==> config.mk <==
export PLATFORM = sky130hd
export DESIGN_NAME = e1_rx_alarm_mon
export DESIGN_NICKNAME = d
export VERILOG_FILES = /design/src/rtl/e1_alm_pkg.sv /design/src/rtl/e1_consec_err.sv /design/src/rtl/e1_crc_window.sv /design/src/rtl/e1_ts16_alarm.sv /design/src/rtl/e1_status_latch.sv /design/src/rtl/e1_rx_alarm_mon.sv
export SDC_FILE = /design/constraint.sdc
export NUM_CORES = 1
export LEC_CHECK = 0
export ABC_AREA = 1
export BUFFER_PORTS_ARGS = -buffer_cell sky130_fd_sc_hd__buf_2
export CAP_MARGIN = 10
export CELL_PAD_IN_SITES_DETAIL_PLACEMENT = 1
export CELL_PAD_IN_SITES_GLOBAL_PLACEMENT = 2
export CORE_ASPECT_RATIO = 0.75
export CORE_MARGIN = 10
export CORE_UTILIZATION = 34
export CTS_CLUSTER_SIZE = 25
export DETAILED_ROUTE_END_ITERATION = 8
export PLACE_DENSITY_LB_ADDON = 0.1
export SLEW_MARGIN = 20
export SYNTH_ARGS = -nofsm -noshare
export SYNTH_HDL_FRONTEND = slang
export SYNTH_HIERARCHICAL = 1
export SYNTH_SLANG_ARGS = --single-unit
==> constraint.sdc <==
create_clock -name clk -period 14.1 [get_ports clk]
set_input_delay 4.23 -clock clk [delete_from_list [all_inputs] [get_ports clk]]
set_output_delay 4.23 -clock clk [all_outputs]
set_load 0.02 [all_outputs]
==> src/rtl/e1_alm_pkg.sv <==
// Shared status bit positions and a helper for the time slot 16 tests.
// Assumes an 8-bit status byte whose low four bits can interrupt.
package e1_alm_pkg;
    localparam int STAT_W    = 8;
    localparam int IRQ_N     = 4;
    localparam int B_ALIGN   = 0;
    localparam int B_CRCMF   = 1;
    localparam int B_SIGZ    = 2;
    localparam int B_SIGO    = 3;
    localparam int B_FASCRIT = 4;
    localparam int B_CASCRIT = 5;
    localparam int B_CRCCRIT = 6;

    // Number of zero bits in an octet.
    function automatic logic [3:0] zero_bits(input logic [7:0] b);
        logic [3:0] n;
        n = '0;
        for (int i = 0; i < 8; i++) begin
            n = n + {3'b000, ~b[i]};
        end
        return n;
    endfunction
endpackage

==> src/rtl/e1_consec_err.sv <==
// Counts consecutive errored check results and pulses hit on the LIMIT-th.
// Assumes LIMIT >= 2; a correct result or a hit restarts the run.
module e1_consec_err #(
    parameter int LIMIT = 3
) (
    input  logic clk,
    input  logic rst_n,
    input  logic vld,
    input  logic err,
    output logic hit
);
    localparam int CW = $clog2(LIMIT + 1);

    logic [CW-1:0] run_q;

    // Criterion reached on this check.
    always_comb hit = vld && err && (run_q == CW'(LIMIT - 1));

    // Track the current run of errored checks.
    always_ff @(posedge clk) begin
        if (!rst_n) begin
            run_q <= '0;
        end else if (vld) begin
            if (!err || hit) run_q <= '0;
            else             run_q <= run_q + 1'b1;
        end
    end

    AST_GOOD_BREAKS_RUN: assert property (@(posedge clk) disable iff (!rst_n)
        (vld && !err) |=> !hit);
    AST_RUN_BOUND: assert property (@(posedge clk) disable iff (!rst_n)
        run_q < CW'(LIMIT));
endmodule

==> src/rtl/e1_crc_window.sv <==
// Counts CRC-4 compare errors in fixed, non-overlapping block windows
// and pulses hit when the window closes with at least THRESH errors.
// Assumes THRESH <= WINDOW.
module e1_crc_window #(
    parameter int WINDOW = 1000,
    parameter int THRESH = 915
) (
    input  logic clk,
    input  logic rst_n,
    input  logic vld,
    input  logic err,
    output logic hit
);
    localparam int BW = $clog2(WINDOW + 1);

    logic [BW-1:0] blk_q;
    logic [BW-1:0] ecnt_q;
    logic [BW-1:0] ecnt_nx;
    logic          last;

    // Window close decision including the current block.
    always_comb begin
        ecnt_nx = ecnt_q + BW'(err);
        last    = vld && (blk_q == BW'(WINDOW - 1));
        hit     = last && (ecnt_nx >= BW'(THRESH));
    end

    // Block and error counters, restarted at each window close.
    always_ff @(posedge clk) begin
        if (!rst_n) begin
            blk_q  <= '0;
            ecnt_q <= '0;
        end else if (vld) begin
            if (last) begin
                blk_q  <= '0;
                ecnt_q <= '0;
            end else begin
                blk_q  <= blk_q + 1'b1;
                ecnt_q <= ecnt_nx;
            end
        end
    end

    AST_ERR_LE_BLK: assert property (@(posedge clk) disable iff (!rst_n)
        ecnt_q <= blk_q);
    AST_WINDOW_RESTART: assert property (@(posedge clk) disable iff (!rst_n)
        hit |=> (blk_q == '0 && ecnt_q == '0));
endmodule

==> src/rtl/e1_ts16_alarm.sv <==
// Time slot 16 signaling alarm tests and the CRC-4 multiframe mark.
// Assumes mf_bnd is asserted only together with frm_stb.
module e1_ts16_alarm
    import e1_alm_pkg::*;
#(
    parameter int FRAMES      = 16,
    parameter int ZERO_MIN    = 3,
    parameter int MF_FRAMES   = 16,
    parameter int FREE_FRAMES = 16
) (
    input  logic       clk,
    input  logic       rst_n,
    input  logic       frm_stb,
    input  logic [7:0] ts16,
    input  logic       mf_bnd,
    input  logic       crc4_en,
    input  logic       crcmf_bnd,
    output logic       ones_hit,
    output logic       zeros_hit,
    output logic       cmf_hit
);
    localparam int FW = $clog2(FRAMES);
    localparam int ZW = $clog2(8 * FRAMES + 1);
    localparam int MW = $clog2(MF_FRAMES);
    localparam int RW = $clog2(FREE_FRAMES);

    logic [FW-1:0] win_q;
    logic [ZW-1:0] wz_q;
    logic [ZW-1:0] wz_nx;
    logic [MW-1:0] mf_q;
    logic          allz_q;
    logic [RW-1:0] free_q;
    logic          byte_zero;
    logic          win_last;
    logic          free_wrap;

    // Per-frame decisions for the three tests.
    always_comb begin
        byte_zero = (ts16 == 8'h00);
        wz_nx     = wz_q + ZW'(zero_bits(ts16));
        win_last  = frm_stb && (win_q == FW'(FRAMES - 1));
        ones_hit  = win_last && (wz_nx < ZW'(ZERO_MIN));
        zeros_hit = frm_stb && mf_bnd && (mf_q == MW'(MF_FRAMES - 1))
                    && allz_q && byte_zero;
        free_wrap = frm_stb && (free_q == RW'(FREE_FRAMES - 1));
        cmf_hit   = crc4_en ? crcmf_bnd : free_wrap;
    end

    // All-ones window: frames and zero bits seen.
    always_ff @(posedge clk) begin
        if (!rst_n) begin
            win_q <= '0;
            wz_q  <= '0;
        end else if (frm_stb) begin
            if (win_last) begin
                win_q <= '0;
                wz_q  <= '0;
            end else begin
                win_q <= win_q + 1'b1;
                wz_q  <= wz_nx;
            end
        end
    end

    // All-zeros tracking since the last multiframe boundary.
    always_ff @(posedge clk) begin
        if (!rst_n) begin
            mf_q   <= '0;
            allz_q <= 1'b1;
        end else if (frm_stb) begin
            if (mf_bnd) begin
                mf_q   <= '0;
                allz_q <= 1'b1;
            end else begin
                if (mf_q != MW'(MF_FRAMES - 1)) mf_q <= mf_q + 1'b1;
                allz_q <= allz_q && byte_zero;
            end
        end
    end

    // Free-running multiframe count used when CRC-4 is off.
    always_ff @(posedge clk) begin
        if (!rst_n)         free_q <= '0;
        else if (free_wrap) free_q <= '0;
        else if (frm_stb)   free_q <= free_q + 1'b1;
    end

    AST_SIGO_ON_FRAME: assert property (@(posedge clk) disable iff (!rst_n)
        ones_hit |-> frm_stb);
    AST_SIGZ_BYTE_ZERO: assert property (@(posedge clk) disable iff (!rst_n)
        zeros_hit |-> (ts16 == 8'h00 && mf_bnd));
    AST_CMF_NEEDS_SOURCE: assert property (@(posedge clk) disable iff (!rst_n)
        (!crc4_en && !frm_stb) |-> !cmf_hit);
    AST_BND_WITH_FRAME: assert property (@(posedge clk) disable iff (!rst_n)
        mf_bnd |-> frm_stb);
endmodule

==> src/rtl/e1_status_latch.sv <==
// Sticky status byte with write-1-to-clear and a masked interrupt.
// Assumes event pulses are one cycle wide; an event beats a clear.
module e1_status_latch #(
    parameter int W     = 8,
    parameter int IRQ_N = 4
) (
    input  logic             clk,
    input  logic             rst_n,
    input  logic [W-1:0]     ev,
    input  logic             clr_wr,
    input  logic [W-1:0]     clr_data,
    input  logic [IRQ_N-1:0] irq_mask,
    output logic [W-1:0]     status,
    output logic             irq
);
    logic [W-1:0] st_q;
    logic [W-1:0] clr_m;

    // Bits the host asks to clear this cycle.
    always_comb clr_m = clr_wr ? clr_data : '0;

    // Latch events and apply host clears.
    always_ff @(posedge clk) begin
        if (!rst_n) st_q <= '0;
        else        st_q <= (st_q & ~clr_m) | ev;
    end

    // Interrupt from the enabled low bits.
    always_comb begin
        status = st_q;
        irq    = |(st_q[IRQ_N-1:0] & irq_mask);
    end

    AST_HOLD_NO_CLEAR: assert property (@(posedge clk) disable iff (!rst_n)
        !clr_wr |=> ((status & $past(status)) == $past(status)));
    AST_EVENT_WINS: assert property (@(posedge clk) disable iff (!rst_n)
        (ev != '0) |=> ((status & $past(ev)) == $past(ev)));
    AST_IRQ_NEEDS_BIT: assert property (@(posedge clk) disable iff (!rst_n)
        (status[IRQ_N-1:0] == '0) |-> !irq);
endmodule

==> src/rtl/e1_rx_alarm_mon.sv <==
// E1 receive resync criteria and signaling alarm monitor. Collects the
// event pulses of the criterion counters and time slot 16 tests into a
// sticky status byte. Assumes the framer's inputs are one-cycle strobes.
module e1_rx_alarm_mon
    import e1_alm_pkg::*;
#(
    parameter int FAS_LIMIT   = 3,
    parameter int CAS_LIMIT   = 2,
    parameter int CRC_WINDOW  = 1000,
    parameter int CRC_THRESH  = 915,
    parameter int SIG_FRAMES  = 16,
    parameter int SIG_ZMIN    = 3,
    parameter int MF_FRAMES   = 16,
    parameter int FREE_FRAMES = 16
) (
    input  logic             clk,
    input  logic             rst_n,
    input  logic             fas_vld,
    input  logic             fas_err,
    input  logic             cas_vld,
    input  logic             cas_err,
    input  logic             crc_vld,
    input  logic             crc_err,
    input  logic             frm_stb,
    input  logic [7:0]       ts16_data,
    input  logic             mf_bnd,
    input  logic             crcmf_bnd,
    input  logic             crc4_en,
    input  logic             algn_stb,
    input  logic             clr_wr,
    input  logic [STAT_W-1:0] clr_data,
    input  logic [IRQ_N-1:0] irq_mask,
    output logic [STAT_W-1:0] status,
    output logic             irq
);
    logic fas_hit, cas_hit, crc_hit, sigo_hit, sigz_hit, cmf_hit;
    logic [STAT_W-1:0] ev;

    e1_consec_err #(.LIMIT(FAS_LIMIT)) u_fas (
        .clk(clk), .rst_n(rst_n), .vld(fas_vld), .err(fas_err), .hit(fas_hit)
    );

    e1_consec_err #(.LIMIT(CAS_LIMIT)) u_cas (
        .clk(clk), .rst_n(rst_n), .vld(cas_vld), .err(cas_err), .hit(cas_hit)
    );

    e1_crc_window #(.WINDOW(CRC_WINDOW), .THRESH(CRC_THRESH)) u_crc (
        .clk(clk), .rst_n(rst_n), .vld(crc_vld), .err(crc_err), .hit(crc_hit)
    );

    e1_ts16_alarm #(
        .FRAMES(SIG_FRAMES), .ZERO_MIN(SIG_ZMIN),
        .MF_FRAMES(MF_FRAMES), .FREE_FRAMES(FREE_FRAMES)
    ) u_ts16 (
        .clk(clk), .rst_n(rst_n), .frm_stb(frm_stb), .ts16(ts16_data),
        .mf_bnd(mf_bnd), .crc4_en(crc4_en), .crcmf_bnd(crcmf_bnd),
        .ones_hit(sigo_hit), .zeros_hit(sigz_hit), .cmf_hit(cmf_hit)
    );

    // Place each event pulse at its status bit; the top bit stays idle.
    always_comb begin
        ev            = '0;
        ev[B_ALIGN]   = algn_stb;
        ev[B_CRCMF]   = cmf_hit;
        ev[B_SIGZ]    = sigz_hit;
        ev[B_SIGO]    = sigo_hit;
        ev[B_FASCRIT] = fas_hit;
        ev[B_CASCRIT] = cas_hit;
        ev[B_CRCCRIT] = crc_hit;
    end

    e1_status_latch #(.W(STAT_W), .IRQ_N(IRQ_N)) u_stat (
        .clk(clk), .rst_n(rst_n), .ev(ev), .clr_wr(clr_wr),
        .clr_data(clr_data), .irq_mask(irq_mask), .status(status), .irq(irq)
    );

    AST_SPARE_ZERO: assert property (@(posedge clk) disable iff (!rst_n)
        status[STAT_W-1] == 1'b0);
    AST_ALIGN_LATCH: assert property (@(posedge clk) disable iff (!rst_n)
        algn_stb |=> status[B_ALIGN]);
    AST_FAS_LATCH: assert property (@(posedge clk) disable iff (!rst_n)
        fas_hit |=> status[B_FASCRIT]);
endmodule

==> summary.txt <==
Power and ir drop
  – Pwr Density: ~100 mW/mm^2
  – Combinational share of power: 17.6%
  – Sw power: 0.00009848 W
  – VDD IR max: a little under 0.00004 V
  – Static Leak: about 1.6 nW
  – Sequential power share: 43.6%
  – Clk pwr share: 38.8%
  – Sw frac: 26.63%
  – Internal power: 0.0002713 W

Placed design
  – Dpl ws: 5.236 ns
  – DP HPWL: between 6 and 7 mm
  – Placer Congestion: 0.7573
  – Post-place instance area: approximately 0.0034 mm^2
  – IO buf count: 42

Critical path
  – Critical Path End Type: output port
  – Critical Path RT: 9.87 ns
  – Crit path DAT: between 4 and 5 ns
  – Setup CP Type: primary input to output port
  – Worst r2r src: u_ts16/wz_q[0]
  – CP startpoint: irq_mask[1]
  – Worst-path fanout max: 1
  – CP Launch Type: primary input

Logic synthesis
  – Ys async rst share: 0%
  – Synth Flop Type: dfxtp_1
  – Ys Warns: 6
  – Syn Nets: just over 500
  – Post-Syn Area: 0.003074 mm^2
  – Synth area leaders: dfxtp_1, nand2_1, inv_1
  – Synth top area share: 34.51%
  – Mean Syn Cell Area: 6.862 um^2
  – Post-synth EDFFs: 0
  – Syn Inst Count: approximately 450
  – Cell variety after synth: 34
  – Yosys top cell by area: dfxtp_1
  – FF+latch count, synth: 53
  – Seq/Total Area, Yosys: between 30% and 40%

Floorplan
  – Die Y: 102.4 um
  – Core region area: 0.008636 mm^2
  – Initial Util: 35.60%
  – Row cnt: 29
  – Ports: 43
  – Die X: between 100 and 150 um
  – Area of the die: 0.01329 mm^2

Run
  – Number of max-cap violations: 0

Layout
  – Area Growth Syn to Fin: 15.63%
  – Layout cells sized above 1: 14.60%
  – Design area: 0.003555 mm^2
  – Fin nets: 548
  – Antenna Cells: 0

Timing
  – Final setup TNS: 0 ns
  – Setup Skew: 0.008595 ns
  – Fin worst setup slack: 5.239 ns
  – Setup violation total in the final timing report: 0
  – Max-slew violations: 0
  – Final min period: ~8.9 ns
  – Final period utilization: 62.85%
  – Peak Freq: 0.1129 GHz
  – RSZ-0062 raised after global routing: no
  – Hold Violations, Final: 0

Clock network
  – Clock slew at reported path FFs: roughly 0.070 ns
  – Setup repair bufs after CTS: 0
  – Post_cts resized: 0
  – Root Buffer: clkbuf_16
  – Hold Buf Count CTS: 0
  – Max clock buf depth: 2
  – Worst skew pair latency: about 0.29 ns
  – CTS tree: built
  – TritonCTS buffer count: 5
  – CTS Sinks: 53
  – H-tree level count: 2

Global routing
  – First-pass GRT wire length: 13.07 mm
  – GRT Util Overall: 11.97%
  – Overflow after GRT: 0
  – Vias in the first global route: between 2,000 and 3,000
  – Pin count of the biggest net entering global routing: 16
  – Initial antenna violation count: 0

Worst hold path
  – Worst Hold Class: flop to flop
  – Worst hold path startpoint: u_stat/status[5]

Drt
  – Routed vias: approximately 2,800
  – Vias per cell: roughly 4.6
  – Antenna Violating Nets Remaining: 0
  – Drt pass-1 iters: 4
  – Total wire length: 7.548 mm
  – Initial DRC Count: 81
  – Wire per inst: 12.56 um
  – DRC Markers: 0

Outcome
  – Status: finished, final reports clean
## critical path, cell delays in order
cell     delay [ns]
buf_2          0.10
nand2_1        0.06
nand4_1        0.09
buf_2          0.16
## stage by stage
stage	hold slack [ns]	total power [W]	util [%]	instances
2_1_floorplan	0.4394	0.0002118	-	448
3_3_place_gp	0.4432	0.0002292	39.16	593
5_1_grt	0.5012	0.0003949	41.16	601
3_5_place_dp	0.4486	0.0002315	39.16	593
4_1_cts	0.4697	0.0003782	41.16	601
6_report	0.4652	0.0003698	41.16	601
## cells by family (layout without fill, tap and decap cells)
logic type                 Yosys count  after routing  synth area share, %
AOI/OAI and AO/OA                   50             50                8.751
xor gates and xnor gates            10             10                2.849
adders and majority gates           22             22                10.18
buffers and inverters               77            122                10.01
DFF                                 53             53                34.51
other                                1              1               0.1220
and+or+nand+nor                    235            235                33.58
## cell usage in the layout, fill, tap and decap left out
master     instances
nand3b_1           1
nand3_2            2
nor4_1             1
o21ai_0            7
nand2_2            2
a21oi_1           35
nand2_4            2
clkbuf_16          5
o21ai_1            1
nor2_2             5
ha_1              17
nor3_1             6
nand2_1          120
nand4_1            6
or2_2              2
buf_2             42
bufinv_16          1
nor3_2             1
xor2_1             6
inv_2              4
nor2_4             2
clkbuf_8           1
a21oi_2            2
nor3b_1            2
nor3_4             1
xnor2_1            4
inv_1             68
clkbuf_1           1
nor2_1            59
nand3_1           22
conb_1             1
o21a_1             4
fa_1               5
dfxtp_1           53
or2_1              1
a31oi_1            1
## Yosys cell counts, types with 4 or more instances
| cell | instances |
|---|---|
| dfxtp_1 | 53 |
| o21a_1 | 4 |
| xnor2_1 | 4 |
| nand4_1 | 6 |
| nor2_2 | 5 |
| a21oi_1 | 35 |
| nand2_1 | 120 |
| inv_2 | 4 |
| inv_1 | 68 |
| o21ai_0 | 7 |
| xor2_1 | 6 |
| ha_1 | 17 |
| nor2_1 | 59 |
| nor3_1 | 6 |
| fa_1 | 5 |
| nand3_1 | 22 |
## metal layers
metal | vias to the layer above | GRT usage, % | share of wire (%)
li1 | 1480 | - | -
met1 | 1252 | 16.79 | 54
met2 | 40 | 17.16 | 40
met3 | 2 | 4.501 | 6.0
met4 | 0 | 2.069 | 0.32
met5 | - | 0 | 0
## registers in the layout, indices dropped and copies added (netlist names)
register / flops
u_crc/blk_q: 10
u_crc/ecnt_q: 10
u_ts16/free_q: 4
u_ts16/allz_q: 1
u_ts16/mf_q: 4
u_cas/run_q: 2
u_fas/run_q: 2
u_ts16/win_q: 4
u_stat/status: 8
u_ts16/wz_q: 8
## final timing paths
path | endpoint | slack [ns] | cells after the start
worst max register to register | u_stat/status[3] | 12.15 | 11
worst min register to register | u_stat/status[5] | 0.47 | 2
worst max-delay path | irq | 5.24 | 4
worst min-delay path | u_stat/status[5] | 0.47 | 2
## power by group through the flow
stage               sequential, W  combinational (W)  clock [W]
floorplan                0.000164          0.0000477          0
global placement         0.000164          0.0000647          0
detailed placement       0.000165          0.0000668          0
CTS                      0.000161          0.0000672   0.000150
global route             0.000162          0.0000770   0.000156
finish                   0.000161          0.0000652   0.000143
## layout make-up
type / count / area (um^2)
Clock buffer: 7 / 142.6
Clock inverter: 1 / 30.03
Fill cell: 1135 / 5081
Inverter: 72 / 270.3
Multi-Input combinational cell: 318 / 1705
Sequential cell: 53 / 1061
Tap cell: 108 / 135.1
Timing Repair Buffer: 42 / 210.2
(Power assumes the default switching activity.)
